**src/rtl/prom_burner.sv**
```systemverilog
module prom_burner #(
  parameter int ADDR_W       = 16,
  parameter int TICKS_PER_US = 200,
  parameter int PULSE_US     = 100,
  parameter int SETUP_US     = 1,
  parameter int HOLD_US      = 1,
  parameter int RECOV_US     = 1,
  parameter int VERIFY_NS    = 250,
  parameter int MAX_TRIES    = 3
) (
  input  logic              clk,
  input  logic              rst_n,
  input  logic              start,
  input  logic [ADDR_W-1:0] addr,
  input  logic [7:0]        wdata,
  input  logic [7:0]        mem_din,
  output logic [ADDR_W-1:0] mem_addr,
  output logic [7:0]        mem_dout,
  output logic              bus_oe,
  output logic              mem_ce_n,
  output logic              mem_oe_n,
  output logic              vcc_en,
  output logic              vpp_en,
  output logic              busy,
  output logic              done,
  output logic              err
);

  localparam int T_SET = SETUP_US * TICKS_PER_US;
  localparam int T_PW  = PULSE_US * TICKS_PER_US;
  localparam int T_HLD = HOLD_US * TICKS_PER_US;
  localparam int T_REC = RECOV_US * TICKS_PER_US;
  localparam int T_VFY = (VERIFY_NS * TICKS_PER_US + 999) / 1000 + 1;
  localparam int T_SUM = T_SET + T_PW + T_HLD + T_REC + T_VFY;
  localparam int TW    = $clog2(T_SUM + 1);
  localparam int NW    = $clog2(MAX_TRIES + 1);

  localparam logic [TW-1:0] L_SET = TW'(T_SET - 1);
  localparam logic [TW-1:0] L_PW  = TW'(T_PW - 1);
  localparam logic [TW-1:0] L_HLD = TW'(T_HLD - 1);
  localparam logic [TW-1:0] L_REC = TW'(T_REC - 1);
  localparam logic [TW-1:0] L_VFY = TW'(T_VFY - 1);
  localparam logic [NW-1:0] N_MAX = NW'(MAX_TRIES);

  typedef enum logic [2:0] {
    S_IDLE, S_VCC, S_SET, S_PULSE, S_HOLD, S_REC, S_VFY
  } st_t;

  st_t             st;
  logic [TW-1:0]   tmr;
  logic [NW-1:0]   tries;
  logic [ADDR_W-1:0] a_q;
  logic [7:0]      d_q;
  logic            match;

  assign match = (mem_din == d_q);

  always_ff @(posedge clk or negedge rst_n) begin
    if (!rst_n) begin
      st    <= S_IDLE;
      tmr   <= '0;
      tries <= '0;
      a_q   <= '0;
      d_q   <= '0;
      done  <= 1'b0;
      err   <= 1'b0;
    end else begin
      done <= 1'b0;
      if (st == S_IDLE) begin
        if (start) begin
          a_q   <= addr;
          d_q   <= wdata;
          err   <= 1'b0;
          tries <= '0;
          tmr   <= L_SET;
          st    <= S_VCC;
        end
      end else if (tmr != '0) begin
        tmr <= tmr - 1'b1;
      end else begin
        case (st)
          S_VCC:   begin st <= S_SET;   tmr <= L_SET; end
          S_SET:   begin st <= S_PULSE; tmr <= L_PW; tries <= tries + 1'b1; end
          S_PULSE: begin st <= S_HOLD;  tmr <= L_HLD; end
          S_HOLD:  begin st <= S_REC;   tmr <= L_REC; end
          S_REC:   begin st <= S_VFY;   tmr <= L_VFY; end
          S_VFY: begin
            if (match || tries == N_MAX) begin
              st   <= S_IDLE;
              done <= 1'b1;
              err  <= !match;
            end else begin
              st  <= S_SET;
              tmr <= L_SET;
            end
          end
          default: st <= S_IDLE;
        endcase
      end
    end
  end

  assign mem_addr = a_q;
  assign mem_dout = d_q;
  assign busy     = (st != S_IDLE);
  assign vcc_en   = busy;
  assign vpp_en   = (st == S_SET) || (st == S_PULSE) || (st == S_HOLD);
  assign bus_oe   = vpp_en;
  assign mem_ce_n = !((st == S_PULSE) || (st == S_VFY));
  assign mem_oe_n = (st != S_VFY);

endmodule

```
**config.mk**
```make
export PLATFORM = sky130hd
export DESIGN_NAME = prom_burner
export DESIGN_NICKNAME = d
export VERILOG_FILES = /design/src/rtl/prom_burner.sv
export SDC_FILE = /design/constraint.sdc
export NUM_CORES = 1
export LEC_CHECK = 0
export ABC_CLOCK_PERIOD_IN_PS = 3800
export BUFFER_PORTS_ARGS = -buffer_cell sky130_fd_sc_hd__buf_2
export CORE_ASPECT_RATIO = 1.2
export CORE_MARGIN = 5
export CORE_UTILIZATION = 45
export DETAILED_ROUTE_END_ITERATION = 8
export PLACE_DENSITY_LB_ADDON = 0.05
export SETUP_SLACK_MARGIN = 0.2
export SLEW_MARGIN = 30
export SYNTH_ARGS = -nofsm -noshare
export SYNTH_HDL_FRONTEND = slang
export SYNTH_SLANG_ARGS = --single-unit
export TNS_END_PERCENT = 5
```
**constraint.sdc**
```tcl
create_clock -name clk -period 3.8 [get_ports clk]
set_input_delay 0.38 -clock clk [delete_from_list [all_inputs] [get_ports clk]]
set_output_delay 0.38 -clock clk [all_outputs]
set_load 0.1 [all_outputs]
```
## Word level (Yosys, flattened, before mapping)

Cells that the tools add are included.

- Add/sub/neg operators: 2
- Multiply operators: 0
- Divide/modulo/power cells: 0
- Magnitude comparators: 0
- Equal/unequal tests: 12
- Shift operators: 0
- Muxes and demuxes: 23
- Bitwise gates (word level): 0
- Reduce and logical (&&, ||, !) cells: 19

Operator list:

| cell | number |
|---|---|
| 15-bit two-way mux | 4 |
| 15-bit one-hot mux with 4 select lines | 1 |
| 3-bit one-hot mux with 6 select lines | 1 |
| 15-bit nonzero test | 1 |
| 15-bit by 1-bit subtractor with 15-bit output (second input constant) | 1 |
| 2-bit two-way mux | 5 |
| 3-bit == test (second input constant) | 3 |
| 1-bit two-way mux | 9 |
| 3-bit two-way mux | 3 |
| 8-bit == test | 1 |
| 3-bit by 2-bit == test with 1-bit output (second input constant) | 2 |
| 3-bit AND reduction | 2 |
| 2-bit nonzero test | 3 |
| 6-bit nonzero test | 1 |
| 1-bit logical OR | 4 |
| 2-bit != test (second input constant) | 2 |
| 4-bit != test (second input constant) | 1 |
| 2-bit AND reduction | 2 |
| 4-bit AND reduction | 1 |
| 3-bit by 1-bit == test with 1-bit output (second input constant) | 1 |
| 3-bit logical NOT | 1 |
| 3-bit != test (second input constant) | 1 |
| 3-bit nonzero test | 1 |
| 3-bit OR reduction | 1 |
| other kinds (3) | 4 |

- Register bits: 46
- Latch bits: 0
- RAM bits: 0
- Bits in read-only memories: 0
- Input bits: 35
- Output and inout bits: 32
- Word-level logic and storage cells: 63
- Memories: 0

## Depth between registers and ports, before layout

- Depth in word-level cells: 6
- Gate-level depth with buffers: 10

## Least setup slack after synthesis

No wires, ideal clock.

- Path type: reg2out
- Start point: register st[1]
- End point: output port vpp_en
- Arrival: 3.609 ns
- Slack: -0.189 ns
- Cell stages (with the launch flop): 5
- Buffers on the path: 2
- Cells stage by stage: dfrtp_1 > buf_1 > inv_1 > o21ai_0 > buf_4

- Cells in the longest elaborated chain, start to end: 3
- Elaborated cells on any way between the ends: 5
- Those cells by class: 3 x eq/ne; 2 x reduce/logical

RTL lines:

| item | RTL line | RTL |
|---|---|---|
| start: declaration | 49 | `st_t st;` |
| start signal: assignment | 60 | `st <= S_IDLE;` |
| start signal: assignment | 76 | `st <= S_VCC;` |
| start signal: assignment | 82 | `S_VCC: begin st <= S_SET; tmr <= L_SET; end` |
| 3-bit by 2-bit == test with 1-bit output | 107 | `assign vpp_en = (st == S_SET) \|\| (st == S_PULSE) \|\| (st == S_HOLD);` |
| 1-bit logical OR | 107 |  |
| 1-bit logical OR (*) | 107 |  |
| end: declaration | 23 | `output logic vpp_en,` |

Mark *: on every way between the ends. The rest lies on a longest branch, timed or not.

## Worst setup path in the final report

- Start point: register tmr[0]
- End point: register tmr[9]

- Cells in the longest elaborated chain, start to end: 3
- Elaborated cells on any way between the ends: 7
- Those cells by class: 1 x add/sub; 1 x eq/ne; 2 x mux; 3 x reduce/logical

RTL lines:

| item | RTL line | RTL |
|---|---|---|
| start: declaration | 50 | `logic [TW-1:0] tmr;` |
| start signal: assignment | 79 | `tmr <= tmr - 1'b1;` |
| 15-bit by 1-bit subtractor with 15-bit output / 15-bit nonzero test (equally long branches) | 79, 78 |  |
| 15-bit two-way mux, or another cell as far along | 78 | `end else if (tmr != '0) begin` |
| 15-bit two-way mux / 3-bit AND reduction (equally long branches) | n/a |  |

Parallel ways exist; a longest one is shown, timed or not.
A chain may end at the register's enable or synchronous reset.

==> flow_summary.toml <==
[grt]
grt_pass1_wl_um = 9140
use_met2_pct = 26.9
met1_usage_pct = 20.8
first_global_vias = 1980
grt-busiest-layer = "met2"
grt_max_degree = 47
antenna_found_initial = 0
use_met3_pct = 4.69
gr-usage-all-layers_pct = 16.6
globalRouteOverflowTotal = 0

[die]
rows = 29
design.die.area_mm2 = 0.00684
die_x_um = 76.3
pin_count = 67
start_util_pct = 45.5
core_area_mm2 = 0.00523
die_h_um = 89.6

[run]
cap_violations = 0

[drt]
num_vias = 1867
firstDrtPassIters = 4
antenna_left = 0
routed_wl_um = 5370
routed_via_density = 5.48
drc = 0
avgRoutedWirePerCell_um = 15.7
drt_iter0_drc = 56

[logic_synthesis]
synth_cells = 218
ys_warn_count = 0
synth_edf_count = 0
async_reset_ff_share_pct = 100
synth-seq-area-share_pct = 48.4
synth_nets = 255
syn-cell-area_mm2 = 0.00238
synth.distinct_cells = 50
syn_avg_cell_area_um2 = 10.9
ys_ff_latch = 46
ys.flop_type = "dfrtp_1"

[layout]
antenna_cells = 0
fill_cells = 490
drive_above_1_share_pct = 38.4
final_nets = 315
final_core_util_pct = 54.3
area_growth_pct = 19.3

[cts]
cts_tree = "built"
clockBufferDepth = 2
cts_made_buffers = 5
cts.clk_slew.worst_paths_ns = 0.09
insertion_delay_ns = 0.30
ctsHoldBuffers = 0
cts_resized = 0
htreeDepth = 2
clock-root-buffer = "clkbuf_8"
cts.sinks = 46
postCtsSetupRepairBufs = 0

[placement]
gp_congestion = 0.806
portBuffers = 66
hpwl_um = 3900

[timing]
hold_viol = 0
finalCritPeriodShare_pct = 71.9
setup_violations = 0
final.setup.tns_ns = 0
drv_slew = 0
relSlewSlack_pct = 55.9
fmax_mhz = 366
fin_skew_ns = 0.00819
period_needed_ns = 2.73
rsz0062_at_grt = "false"
max_slew.worst_pin.slew_ns = 0.656

[worst_setup_path]
startpoint_type = "flop"
cp_max_fo = 25
crit_path_cell_trace = "inv_1 > ha_1 > or4b_4 > nor4_4 > a41o_2 > o21ba_2 > o22a_1"
critPathKind = "flop to flop"
cp_slowest_stage_delay_ns = 0.52
crit_path_end_kind = "flop"
cp.required_ns = 4.00
r2r_slack_ns = 1.07
critical_path.slowest_cell = "a41o_2"
arrival_ns = 2.93

[outcome]
status = "finished clean"

[hold_path]
hold_class = "input port to async pin"
cell usage in the layout, fill, tap and decap left out, types with 2 or more instances in the layout:
master	instances
a21oi_1	11
clkinvlp_4	2
dfrtp_1	46
buf_4	2
nor4_1	4
mux2_2	24
o21a_1	4
o22a_1	4
nand4_1	3
clkbuf_8	5
nor3_1	6
o31a_1	2
a31oi_1	3
xnor2_1	10
o31ai_1	2
buf_2	65
inv_1	6
ha_1	2
a21o_1	4
a22o_1	2
nand2_1	14
nor2b_1	3
nor2_1	10
o21ai_0	15
a211oi_1	2
or4_1	3
cell families after synthesis:
kind of cell,Yosys count,synth area share (%)
adders and majority gates,2,1.05
AOI/OAI and AO/OA,62,18.5
buffers and inverters,20,4.00
muxes,24,11.4
xor gates and xnor gates,10,3.69
and+or+nand+nor,54,13.0
DFF,46,48.4
state kept, by name (all words and copies together) (netlist names):
register and count:
mem_addr 16, tmr 15, mem_dout 8, st 3, tries 2, done 1
err 1
worst paths after layout:
path,cells past startpoint,endpoint,startpoint
worst min-delay path,1,tries[0],rst_n
worst max register to register,7,tmr[9],tmr[0]
min in group clk,2,mem_addr[10],addr[10]
max in group asynchronous,1,mem_dout[2],rst_n
worst max-delay path,7,tmr[9],tmr[0]
worst min register to register,1,mem_addr[5],mem_addr[5]
stage by stage:
stage / hold WS, ns / setup slack (ns) / cells / cell area, µm²
detailed placement: 0.431 / 1.11 / 333 / 2720
finish: 0.0530 / 1.07 / 341 / 2840
global placement: 0.482 / 1.15 / 333 / 2720
global route: 0.121 / 0.906 / 341 / 2840
floorplan: 0.0844 / 0.665 / 218 / 2380
CTS: 0.0930 / 1.09 / 341 / 2840
cells in the mapped netlist, types with 2 or more instances:
master | instances | area share [%]
a211oi_1 | 2 | 0.63
a21o_1 | 4 | 1.3
a21oi_1 | 11 | 2.3
a22o_1 | 2 | 0.74
a31oi_1 | 3 | 0.79
buf_1 | 3 | 0.47
buf_4 | 3 | 0.95
clkbuf_1 | 6 | 0.95
dfrtp_1 | 46 | 48
ha_1 | 2 | 1.1
inv_1 | 6 | 0.95
mux2_2 | 24 | 11
nand2_1 | 14 | 2.2
nand4_1 | 3 | 0.79
nor2_1 | 10 | 1.6
nor2b_1 | 3 | 0.79
nor3_1 | 6 | 1.3
nor4_1 | 4 | 1.1
o21a_1 | 4 | 1.3
o21ai_0 | 16 | 3.4
o22a_1 | 4 | 1.5
o31a_1 | 2 | 0.74
o31ai_1 | 2 | 0.63
or4_1 | 3 | 0.95
xnor2_1 | 10 | 3.7
critical path: cells and delay by family (launching register included):
| family | cells | cell delay [ns] |
|---|---|---|
| buf+inv | 1 | 0.11 |
| fa+ha+maj | 1 | 0.23 |
| flops | 1 | 0.39 |
| compound gates | 3 | 0.91 |
| simple gates | 2 | 0.98 |
layer usage:
layer | share of wire, % | wire (µm)
met3 | 6.6 | 356
met5 | 0 | 0
met4 | 1.7 | 91
met1 | 45 | 2400
met2 | 47 | 2520
layout make-up:
| type | count | area (µm²) | share of cell area [%] |
|---|---|---|---|
| Sequential cell | 46 | 1150 | 40.6 |
| Multi-Input combinational cell | 152 | 1130 | 39.8 |
| Timing Repair Buffer | 67 | 340 | 12.0 |
| Tap cell | 62 | 77.6 | 2.74 |
| Clock buffer | 5 | 68.8 | 2.43 |
| Clock inverter | 3 | 45.0 | 1.59 |
| Inverter | 6 | 22.5 | 0.794 |
Power is left out: the tool's default activity adds up to more than one toggle a clock period on the data nets, which glitch-free logic cannot reach.
